### config.mk
export PLATFORM = sky130hd
export DESIGN_NAME = smbus_hnotify_rx
export DESIGN_NICKNAME = d
export VERILOG_FILES = /design/src/rtl/hn_pkg.sv /design/src/rtl/hn_fifo.sv /design/src/rtl/hn_err_cnt.sv /design/src/rtl/hn_frame.sv /design/src/rtl/smbus_hnotify_rx.sv
export SDC_FILE = /design/constraint.sdc
export NUM_CORES = 1
export LEC_CHECK = 0
export BUFFER_PORTS_ARGS = -buffer_cell sky130_fd_sc_hd__clkbuf_2
export CAP_MARGIN = 20
export CORE_UTILIZATION = 40
export DETAILED_ROUTE_END_ITERATION = 10
export PLACE_DENSITY_LB_ADDON = 0.1
export SYNTH_ARGS = -nofsm -noshare
export SYNTH_HDL_FRONTEND = slang
export SYNTH_SLANG_ARGS = --single-unit
### constraint.sdc
create_clock -name clk -period 5.1 [get_ports clk]
set_input_delay 0.51 -clock clk [delete_from_list [all_inputs] [get_ports clk]]
set_output_delay 0.51 -clock clk [all_outputs]
set_load 0.01 [all_outputs]
### src/rtl/hn_pkg.sv
package hn_pkg;
   typedef enum logic [2:0] {
      FS_IDLE = 3'd0,
      FS_ADDR = 3'd1,
      FS_DEV  = 3'd2,
      FS_LO   = 3'd3,
      FS_HI   = 3'd4,
      FS_DONE = 3'd5,
      FS_SKIP = 3'd6
   } frm_state_t;

   localparam int DEV_W  = 7;
   localparam int WORD_W = 16;

   typedef struct packed {
      logic [DEV_W-1:0]  dev;
      logic [WORD_W-1:0] word;
   } note_t;

   localparam int NOTE_W = DEV_W + WORD_W;
endpackage

### src/rtl/hn_fifo.sv
module hn_fifo #(
   parameter int DEPTH = 4,
   parameter int W     = 23
) (
   input  logic         clk,
   input  logic         rst_n,
   input  logic         wr_en,
   input  logic [W-1:0] wr_data,
   input  logic         rd_en,
   output logic [W-1:0] rd_data,
   output logic         empty,
   output logic         full
);
   localparam int PTR_W = (DEPTH > 1) ? $clog2(DEPTH) : 1;
   localparam int CNT_W = PTR_W + 1;

   if (DEPTH < 2 || (DEPTH & (DEPTH - 1)) != 0) begin : g_bad_depth
      $error("hn_fifo: DEPTH must be a power of two, at least 2");
   end
   if (W < 1) begin : g_bad_width
      $error("hn_fifo: W must be positive");
   end

   logic [W-1:0]     mem [DEPTH];
   logic [PTR_W-1:0] wr_ptr, rd_ptr;
   logic [CNT_W-1:0] count;
   logic             do_wr, do_rd;

   assign empty   = (count == '0);
   assign full    = (count == CNT_W'(DEPTH));
   assign do_rd   = rd_en && !empty;
   assign do_wr   = wr_en && !full;
   assign rd_data = mem[rd_ptr];

   always_ff @(posedge clk) begin
      if (do_wr) mem[wr_ptr] <= wr_data;
   end

   always_ff @(posedge clk or negedge rst_n) begin
      if (!rst_n) begin
         wr_ptr <= '0;
         rd_ptr <= '0;
         count  <= '0;
      end else begin
         if (do_wr) wr_ptr <= wr_ptr + PTR_W'(1);
         if (do_rd) rd_ptr <= rd_ptr + PTR_W'(1);
         count <= count + CNT_W'(do_wr) - CNT_W'(do_rd);
      end
   end
endmodule

### src/rtl/hn_err_cnt.sv
module hn_err_cnt #(
   parameter int ERR_W    = 8,
   parameter bit SATURATE = 1'b1
) (
   input  logic             clk,
   input  logic             rst_n,
   input  logic             inc,
   output logic [ERR_W-1:0] count
);
   if (ERR_W < 1) begin : g_bad_w
      $error("hn_err_cnt: ERR_W must be positive");
   end

   logic [ERR_W-1:0] nxt;

   if (SATURATE) begin : g_sat
      always_comb nxt = (&count) ? count : count + ERR_W'(1);
   end else begin : g_wrap
      always_comb nxt = count + ERR_W'(1);
   end

   always_ff @(posedge clk or negedge rst_n) begin
      if (!rst_n)   count <= '0;
      else if (inc) count <= nxt;
   end
endmodule

### src/rtl/hn_frame.sv
module hn_frame
   import hn_pkg::*;
(
   input  logic         clk,
   input  logic         rst_n,
   input  logic [6:0]   host_addr,
   input  logic         ev_start,
   input  logic         ev_stop,
   input  logic         byte_vld,
   input  logic [7:0]   byte_data,
   input  logic         q_full,
   output logic         rsp_vld,
   output logic         rsp_ack,
   output logic         push,
   output note_t        push_note,
   output logic         err_pulse,
   output frm_state_t   state
);
   frm_state_t   nxt;
   logic         ack_nxt;
   logic [6:0]   dev_q;
   logic [7:0]   lo_q, hi_q;
   logic         in_payload;
   logic         addr_hit;

   assign in_payload = (state == FS_DEV) || (state == FS_LO) || (state == FS_HI);
   assign addr_hit   = (byte_data[7:1] == host_addr) && !byte_data[0] && !q_full;

   always_comb begin
      nxt       = state;
      ack_nxt   = 1'b0;
      push      = 1'b0;
      err_pulse = 1'b0;
      if (ev_stop) begin
         err_pulse = in_payload;
         push      = (state == FS_DONE);
         nxt       = FS_IDLE;
      end else if (ev_start) begin
         err_pulse = in_payload || (state == FS_DONE);
         nxt       = FS_ADDR;
      end else if (byte_vld) begin
         unique case (state)
            FS_ADDR: begin
               ack_nxt = addr_hit;
               nxt     = addr_hit ? FS_DEV : FS_SKIP;
            end
            FS_DEV: begin
               ack_nxt = 1'b1;
               nxt     = FS_LO;
            end
            FS_LO: begin
               ack_nxt = 1'b1;
               nxt     = FS_HI;
            end
            FS_HI: begin
               ack_nxt = 1'b1;
               nxt     = FS_DONE;
            end
            FS_DONE: begin
               err_pulse = 1'b1;
               nxt       = FS_SKIP;
            end
            default: nxt = state;
         endcase
      end
   end

   assign push_note.dev  = dev_q;
   assign push_note.word = {hi_q, lo_q};

   always_ff @(posedge clk or negedge rst_n) begin
      if (!rst_n) begin
         state   <= FS_IDLE;
         rsp_vld <= 1'b0;
         rsp_ack <= 1'b0;
         dev_q   <= '0;
         lo_q    <= '0;
         hi_q    <= '0;
      end else begin
         state   <= nxt;
         rsp_vld <= byte_vld;
         rsp_ack <= ack_nxt;
         if (byte_vld && !ev_start && !ev_stop) begin
            if (state == FS_DEV) dev_q <= byte_data[7:1];
            if (state == FS_LO)  lo_q  <= byte_data;
            if (state == FS_HI)  hi_q  <= byte_data;
         end
      end
   end
endmodule

### src/rtl/smbus_hnotify_rx.sv
module smbus_hnotify_rx
   import hn_pkg::*;
#(
   parameter int         FIFO_DEPTH     = 4,
   parameter int         ERR_W          = 8,
   parameter bit         ERR_SATURATE   = 1'b1,
   parameter bit         ADDR_FROM_PORT = 1'b1,
   parameter logic [6:0] HOST_ADDR      = 7'h08
) (
   input  logic             clk,
   input  logic             rst_n,
   input  logic [6:0]       cfg_host_addr,
   input  logic             bus_start,
   input  logic             bus_stop,
   input  logic             rx_valid,
   input  logic [7:0]       rx_byte,
   output logic             ack_valid,
   output logic             ack_bit,
   input  logic             note_pop,
   output logic             irq,
   output logic [6:0]       note_dev,
   output logic [15:0]      note_word,
   output logic [ERR_W-1:0] err_count
);
   if (ERR_W < 1 || ERR_W > 32) begin : g_bad_err_w
      $error("smbus_hnotify_rx: ERR_W out of range");
   end

   logic [6:0]  host_addr;
   logic        frm_push, frm_err, fifo_full, fifo_empty;
   note_t       push_note, head_note;
   frm_state_t  frm_state;

   if (ADDR_FROM_PORT) begin : g_addr_port
      assign host_addr = cfg_host_addr;
   end else begin : g_addr_fixed
      assign host_addr = HOST_ADDR;
   end

   hn_frame u_frame (
      .clk       (clk),
      .rst_n     (rst_n),
      .host_addr (host_addr),
      .ev_start  (bus_start),
      .ev_stop   (bus_stop),
      .byte_vld  (rx_valid),
      .byte_data (rx_byte),
      .q_full    (fifo_full),
      .rsp_vld   (ack_valid),
      .rsp_ack   (ack_bit),
      .push      (frm_push),
      .push_note (push_note),
      .err_pulse (frm_err),
      .state     (frm_state)
   );

   hn_fifo #(.DEPTH(FIFO_DEPTH), .W(NOTE_W)) u_fifo (
      .clk     (clk),
      .rst_n   (rst_n),
      .wr_en   (frm_push),
      .wr_data (push_note),
      .rd_en   (note_pop),
      .rd_data (head_note),
      .empty   (fifo_empty),
      .full    (fifo_full)
   );

   hn_err_cnt #(.ERR_W(ERR_W), .SATURATE(ERR_SATURATE)) u_err (
      .clk   (clk),
      .rst_n (rst_n),
      .inc   (frm_err),
      .count (err_count)
   );

   assign irq       = !fifo_empty;
   assign note_dev  = head_note.dev;
   assign note_word = head_note.word;
endmodule

==> impl_metrics.ini, run 1 <==
[clocking]
htree_levels = 4
cts_inserted_buffers = 17
clkTransAtPathRegs_ns = 0.05
cts_buffer_depth = 2
cts.repair.resized = 0
clock-root-buffer = clkbuf_16
insertion_delay_ns = 0.41
cts.hold.buffers_added = 0
clock-sinks = 135
cts_tree = yes
cts_setup_buffers = 0

[yosys]
yosys_most_used_dff = edfxtp_1
synth_warnings = 0
synth_common_cells = edfxtp_1 (92), dfrtp_1 (43), mux2_2 (25), mux4_2 (23), nand2_1 (13)
synth_area_um2 = 5430
synth_seq_area_share_pct = 70.8
ys_async_sr_fraction_pct = 31.9
yosys.area.top_type_share_pct = 50.9
synth_nets = 321
syn_inst = 290
yosysTopAreaCell = edfxtp_1
syn_avg_cell_area_um2 = 18.7
yosys-top-cells-area = edfxtp_1 (51%), dfrtp_1 (20%), mux4_2 (9.5%)
ys_types = 41
ys_seq_elements = 135
synth_enable_flop_cells = 92
synth_most_common_cell = edfxtp_1

[worst_setup_path]
endpoint_kind = primary output
crit_start = u_fifo.rd_ptr[0]
slowest_delay_ns = 0.74
crit_slowest_cell = dfrtp_1
crit_chain = buf_4, mux4_2, clkbuf_2
crit_arrival_ns = 2.31
crit_fanout = 16
r2r_end = u_fifo.count[2]
cpLargestDelayFamily = flip-flops
cp-start-kind = flip-flop
r2r_slack_ns = 2.72
cp.required_ns = 4.59
r2r_start = u_fifo.count[1]
cp.depth = 3
critPathKind = flip-flop to primary output
worstSetupEndpoint = note_word[0]
r2r_cells = 8
worst-path-buf-inv = 2

[timing]
setup-violations-final = 0
fin_crit_ns = 2.82
worstMarginPinSlew_ns = 0.781
final_max_slew_viol_count = 0
tns_ns = 0
min_period_over_period_pct = 55.3
rsz0062_at_grt = no
finClkSkew_ns = 0.00707
hold_violations = 0
slew_headroom_pct = 47.6
fmax_mhz = 355

[floorplan]
die_w_um = 118
die_h_um = 118
die-area_um2 = 14000
initial_core_util_pct = 41.0
io_pins = 55
rows = 42
core-area_um2 = 13200

[power]
p_per_area_nw_per_um2 = 477
ir_worst_vdd_uv = 195
p_leak_nw = 2.53

[place]
dp_hpwl_mm = 6.46
place_congestion = 0.703
placed_area_um2 = 5920
portBuffers = 54

[drt]
via_per_inst = 5.06
wirelength_mm = 10.0
drc = 0
dr.pass1.iters = 6
drtIter0Drc = 224
wl_per_cell_um = 18.2
vias = 2788
drtAntennaViolNets = 0

[cells_and_area]
n_antenna_cell = 0
stdcell_area_um2 = 6450
syn_to_final_growth_pct = 18.8
fin_nets = 393
drive_gt1_share_pct = 37.9

[grt]
grt_overflow_total = 0
grt_max_degree = 44
grt_pass1_wl_mm = 15.9
antenna_found_initial = 0
grt_use_total_pct = 15.8
grt_pass1_vias = 2833

[status]
outcome = complete, no violations

[run]
drv_cap = 0

[min_path]
hold_path.class = input port to asynchronous set/reset pin
-- flip-flops by register name, summed over array words and instances, names as in the netlist, 2 cells and up --
name and count:
u_fifo.wr_ptr 2, u_frame.dev_q 7, u_frame.hi_q 8, u_err.count 8
u_frame.state 3, u_fifo.rd_ptr 2, u_fifo.count 3, u_frame.lo_q 8
u_fifo.mem 92
-- metrics by stage --
stage / util [%] / total power (W) / hold WS (ns) / setup WS [ns] / instances
4_1_cts: 48.7 / 0.00312 / 0.197 / 2.19 / 551
3_5_place_dp: 44.7 / 0.00202 / 0.505 / 2.63 / 519
6_report: 48.7 / 0.00307 / 0.180 / 2.28 / 551
2_1_floorplan: - / 0.00178 / 0.214 / 2.86 / 290
5_1_grt: 48.7 / 0.00323 / 0.240 / 2.11 / 551
3_3_place_gp: 44.5 / 0.00199 / 0.491 / 2.64 / 518
-- worst min path at each step --
stage | from | to | slack [ns] | cells past startpoint
global route | rst_n | u_fifo.count[2] | 0.24 | 2
detailed placement | u_frame.hi_q[1] | u_fifo.mem[3][9] | 0.50 | 0
finish | rst_n | u_err.count[5] | 0.18 | 2
floorplan | rst_n | u_err.count[0] | 0.21 | 0
global placement | u_fifo.count[2] | u_fifo.count[2] | 0.49 | 1
CTS | rst_n | u_err.count[5] | 0.20 | 2
-- metal layers --
layer	vias to the layer above	wire, µm	global-route usage, %
li1	1266	-	-
met1	1437	4560	20.4
met2	69	4940	25.1
met3	16	360	4.30
met4	0	188	7.20
met5	-	0	0
-- power by group --
part / internal (W) / switching [W] / leakage [nW]
Clock: 0.000693 / 0.000403 / 0.260
Combinational: 0.000336 / 0.000286 / 0.846
Sequential: 0.00126 / 0.000101 / 1.42
-- logic make-up (layout without fill, tap and decap cells) --
| group | after synthesis | in the layout | synth area share [%] |
|---|---|---|---|
| flops | 135 | 135 | 70.8 |
| mux | 48 | 48 | 14.7 |
| simple gates | 48 | 48 | 5.44 |
| xor+xnor | 17 | 17 | 2.74 |
| buf+inv | 16 | 101 | 1.89 |
| compound gates | 15 | 15 | 1.80 |
| fa+ha+maj | 11 | 11 | 2.63 |
-- layout make-up --
type | instances | area, µm²
Clock buffer | 28 | 487
Fill cell | 1157 | 6800
Multi-Input combinational cell | 139 | 1480
Timing Repair Buffer | 61 | 343
Clock inverter | 4 | 45.0
Sequential cell | 135 | 3840
Inverter | 8 | 30.0
Tap cell | 176 | 220
-- cell usage in the layout, fill, tap and decap left out, types with 5 or more instances in the layout --
master | synthesis | final
and2_1 | 5 | 5
buf_4 | 0 | 6
clkbuf_1 | 3 | 9
clkbuf_16 | 0 | 17
clkbuf_2 | 0 | 54
dfrtp_1 | 43 | 43
edfxtp_1 | 92 | 92
ha_1 | 9 | 9
inv_1 | 8 | 8
mux2_2 | 25 | 25
mux4_2 | 23 | 23
nand2_1 | 13 | 13
nor2_1 | 6 | 6
o21ai_0 | 6 | 6
xnor2_1 | 11 | 11
xor2_1 | 6 | 6
No activity file was read; power rests on OpenSTA's default activity.
==> inputs of run 2 (changes only) <==
clock period = 2.6 ns   (was 5.1 ns; I/O delays follow)
==> run 2 against run 1 <==
- combinational power increased by 100%
- clock skew grew 0.0012 ns
- die area did not move
- critical path type is now flip-flop to flip-flop
==> impl_metrics.ini, run 2 (synthesis results as in run 1) <==
[cells_and_area]
largest_reg_flops = 92
mostFrequentLayoutCell = edfxtp_1
final_cell_mix = edfxtp_1 (92), clkbuf_2 (54), dfrtp_1 (43), mux2_2 (25), mux4_2 (23)
drive_gt1_share_pct = 40.4
regMostFlops = u_fifo.mem
syn_to_final_growth_pct = 21.7
fin_nets = 399
n_antenna_cell = 0

[clocking]
cts_tree = yes
htree_levels = 4
clock-sinks = 135
cts_inserted_buffers = 17
clock-root-buffer = clkbuf_16
cts.repair.resized = 0
clkTransAtPathRegs_ns = 0.06
insertion_delay_ns = 0.40
cts_buffer_depth = 2

[drt]
via_per_inst = 5.03
drtAntennaViolNets = 0
dr.pass1.iters = 4
wl_per_cell_um = 18.7
wirelength_mm = 10.4
drtIter0Drc = 241
drc = 0
vias = 2803

[worst_setup_path]
crit_top_cell = ha_1
cp.depth = 8
endpoint_kind = flip-flop
r2r_cells = 8
critPathKind = flip-flop to flip-flop
cp.required_ns = 2.89
crit_chain = or3_1, and2_1, ha_1, inv_1, ha_1, fa_1, xor2_1, xnor2_1
worst-path-buf-inv = 1
slowest_delay_ns = 0.40
crit_arrival_ns = 2.60
crit_slowest_cell = dfrtp_1
cpLargestDelayFamily = adder cells
r2r_slack_ns = 0.30
crit_fanout = 3
cp-start-kind = flip-flop

[floorplan]
die_w_um = 118
die_h_um = 118
initial_core_util_pct = 41.0
rows = 42
core-area_um2 = 13200
die-area_um2 = 14000
io_pins = 55

[place]
portBuffers = 54
dpl_worst_slack_ns = 0.306
place_congestion = 0.810
dp_hpwl_mm = 6.63

[timing]
hold_violations = 0
setup-violations-final = 0
tns_ns = 0
slew_headroom_pct = 58.6
final_max_slew_viol_count = 0
rsz0062_at_grt = no
min_period_over_period_pct = 88.6
fin_crit_ns = 2.30
fin_ws_ns = 0.295
finClkSkew_ns = 0.00825
fmax_mhz = 434
worstMarginPinSlew_ns = 0.619

[power]
pwr-share-comb_pct = 19.5
p_sw_w = 0.00164
swShare_pct = 25.1
p_int_w = 0.00488
ir_worst_vdd_uv = 422
clkPwrFrac_pct = 40.5
p_leak_nw = 2.60
pwr-share-seq_pct = 40.0
p_per_area_nw_per_um2 = 987

[grt]
grt_use_total_pct = 16.3
grt_pass1_wl_mm = 16.4
grt_pass1_vias = 2859
grt_overflow_total = 0
grt_max_degree = 26
antenna_found_initial = 0

[status]
outcome = complete, no violations

[min_path]
hold_path.class = input port to flip-flop
hold_depth = 1

[run]
drv_cap = 0
[run 2: cell types whose count changed in the layout (fill, tap and decap cells not counted)]
| cell | before | now |
|---|---|---|
| clkinv_1 | 0 | 2 |
| clkbuf_1 | 9 | 0 |
| bufinv_16 | 1 | 6 |
| clkbuf_8 | 2 | 0 |
| buf_4 | 6 | 12 |
| clkinvlp_4 | 0 | 4 |
| buf_16 | 1 | 0 |
| dlygate4sd3_1 | 0 | 1 |
[run 2: stage by stage]
step	cell area [µm²]	std cells	hold WS [ns]	total power [W]	utilization, %
2_1_floorplan	5430	290	-0.0356	0.00350	-
3_3_place_gp	5930	524	0.235	0.00393	44.8
3_5_place_dp	5930	524	0.236	0.00395	44.8
4_1_cts	6600	557	0.0702	0.00661	49.8
5_1_grt	6600	557	0.0882	0.00680	49.8
6_report	6600	557	0.0881	0.00652	49.8
[run 2: power by group through the flow]
stage,logic [W],clock network [W],registers (W)
after floorplan,0.000884,0,0.00261
after global routing,0.00139,0.00278,0.00263
after global placement,0.00129,0,0.00264
after CTS,0.00131,0.00270,0.00261
final,0.00127,0.00264,0.00261
after detailed placement,0.00130,0,0.00265
[run 2: final timing paths]
path / from / endpoint
worst max-delay path: u_fifo.count[2] / u_fifo.count[2]
worst min-delay path: rx_valid / u_frame.rsp_vld
worst max register to register: u_fifo.count[2] / u_fifo.count[2]
worst min register to register: u_fifo.count[2] / u_fifo.count[2]
max in group asynchronous: rst_n / u_frame.dev_q[2]
min in group asynchronous: rst_n / u_err.count[3]
[run 2: cell type report]
cell class | count | area, µm²
repair buffers | 67 | 370
clock buffers | 17 | 425
fillers | 1174 | 6640
clock inverters | 15 | 233
inverters | 8 | 30.0
multi-input cells | 139 | 1480
flip-flops and latches | 135 | 3840
well taps | 176 | 220
[run 2: timing repair]
item                                   4_1_cts  5_1_grt
endpoints found under the hold margin       16        0
setup endpoints to repair                    0        0
hold buffers                                 1        0
buffers inserted                             0        0
[run 2: per-layer routing]
layer | wire length, µm | part of all wire, % | vias up | global-route usage [%]
met3 | 397 | 3.8 | 4 | 4.73
met1 | 4670 | 45 | 1459 | 21.1
met2 | 5300 | 51 | 62 | 26.2
li1 | - | - | 1278 | -
met5 | 0 | 0 | - | 0
met4 | 70 | 0.67 | 0 | 5.70
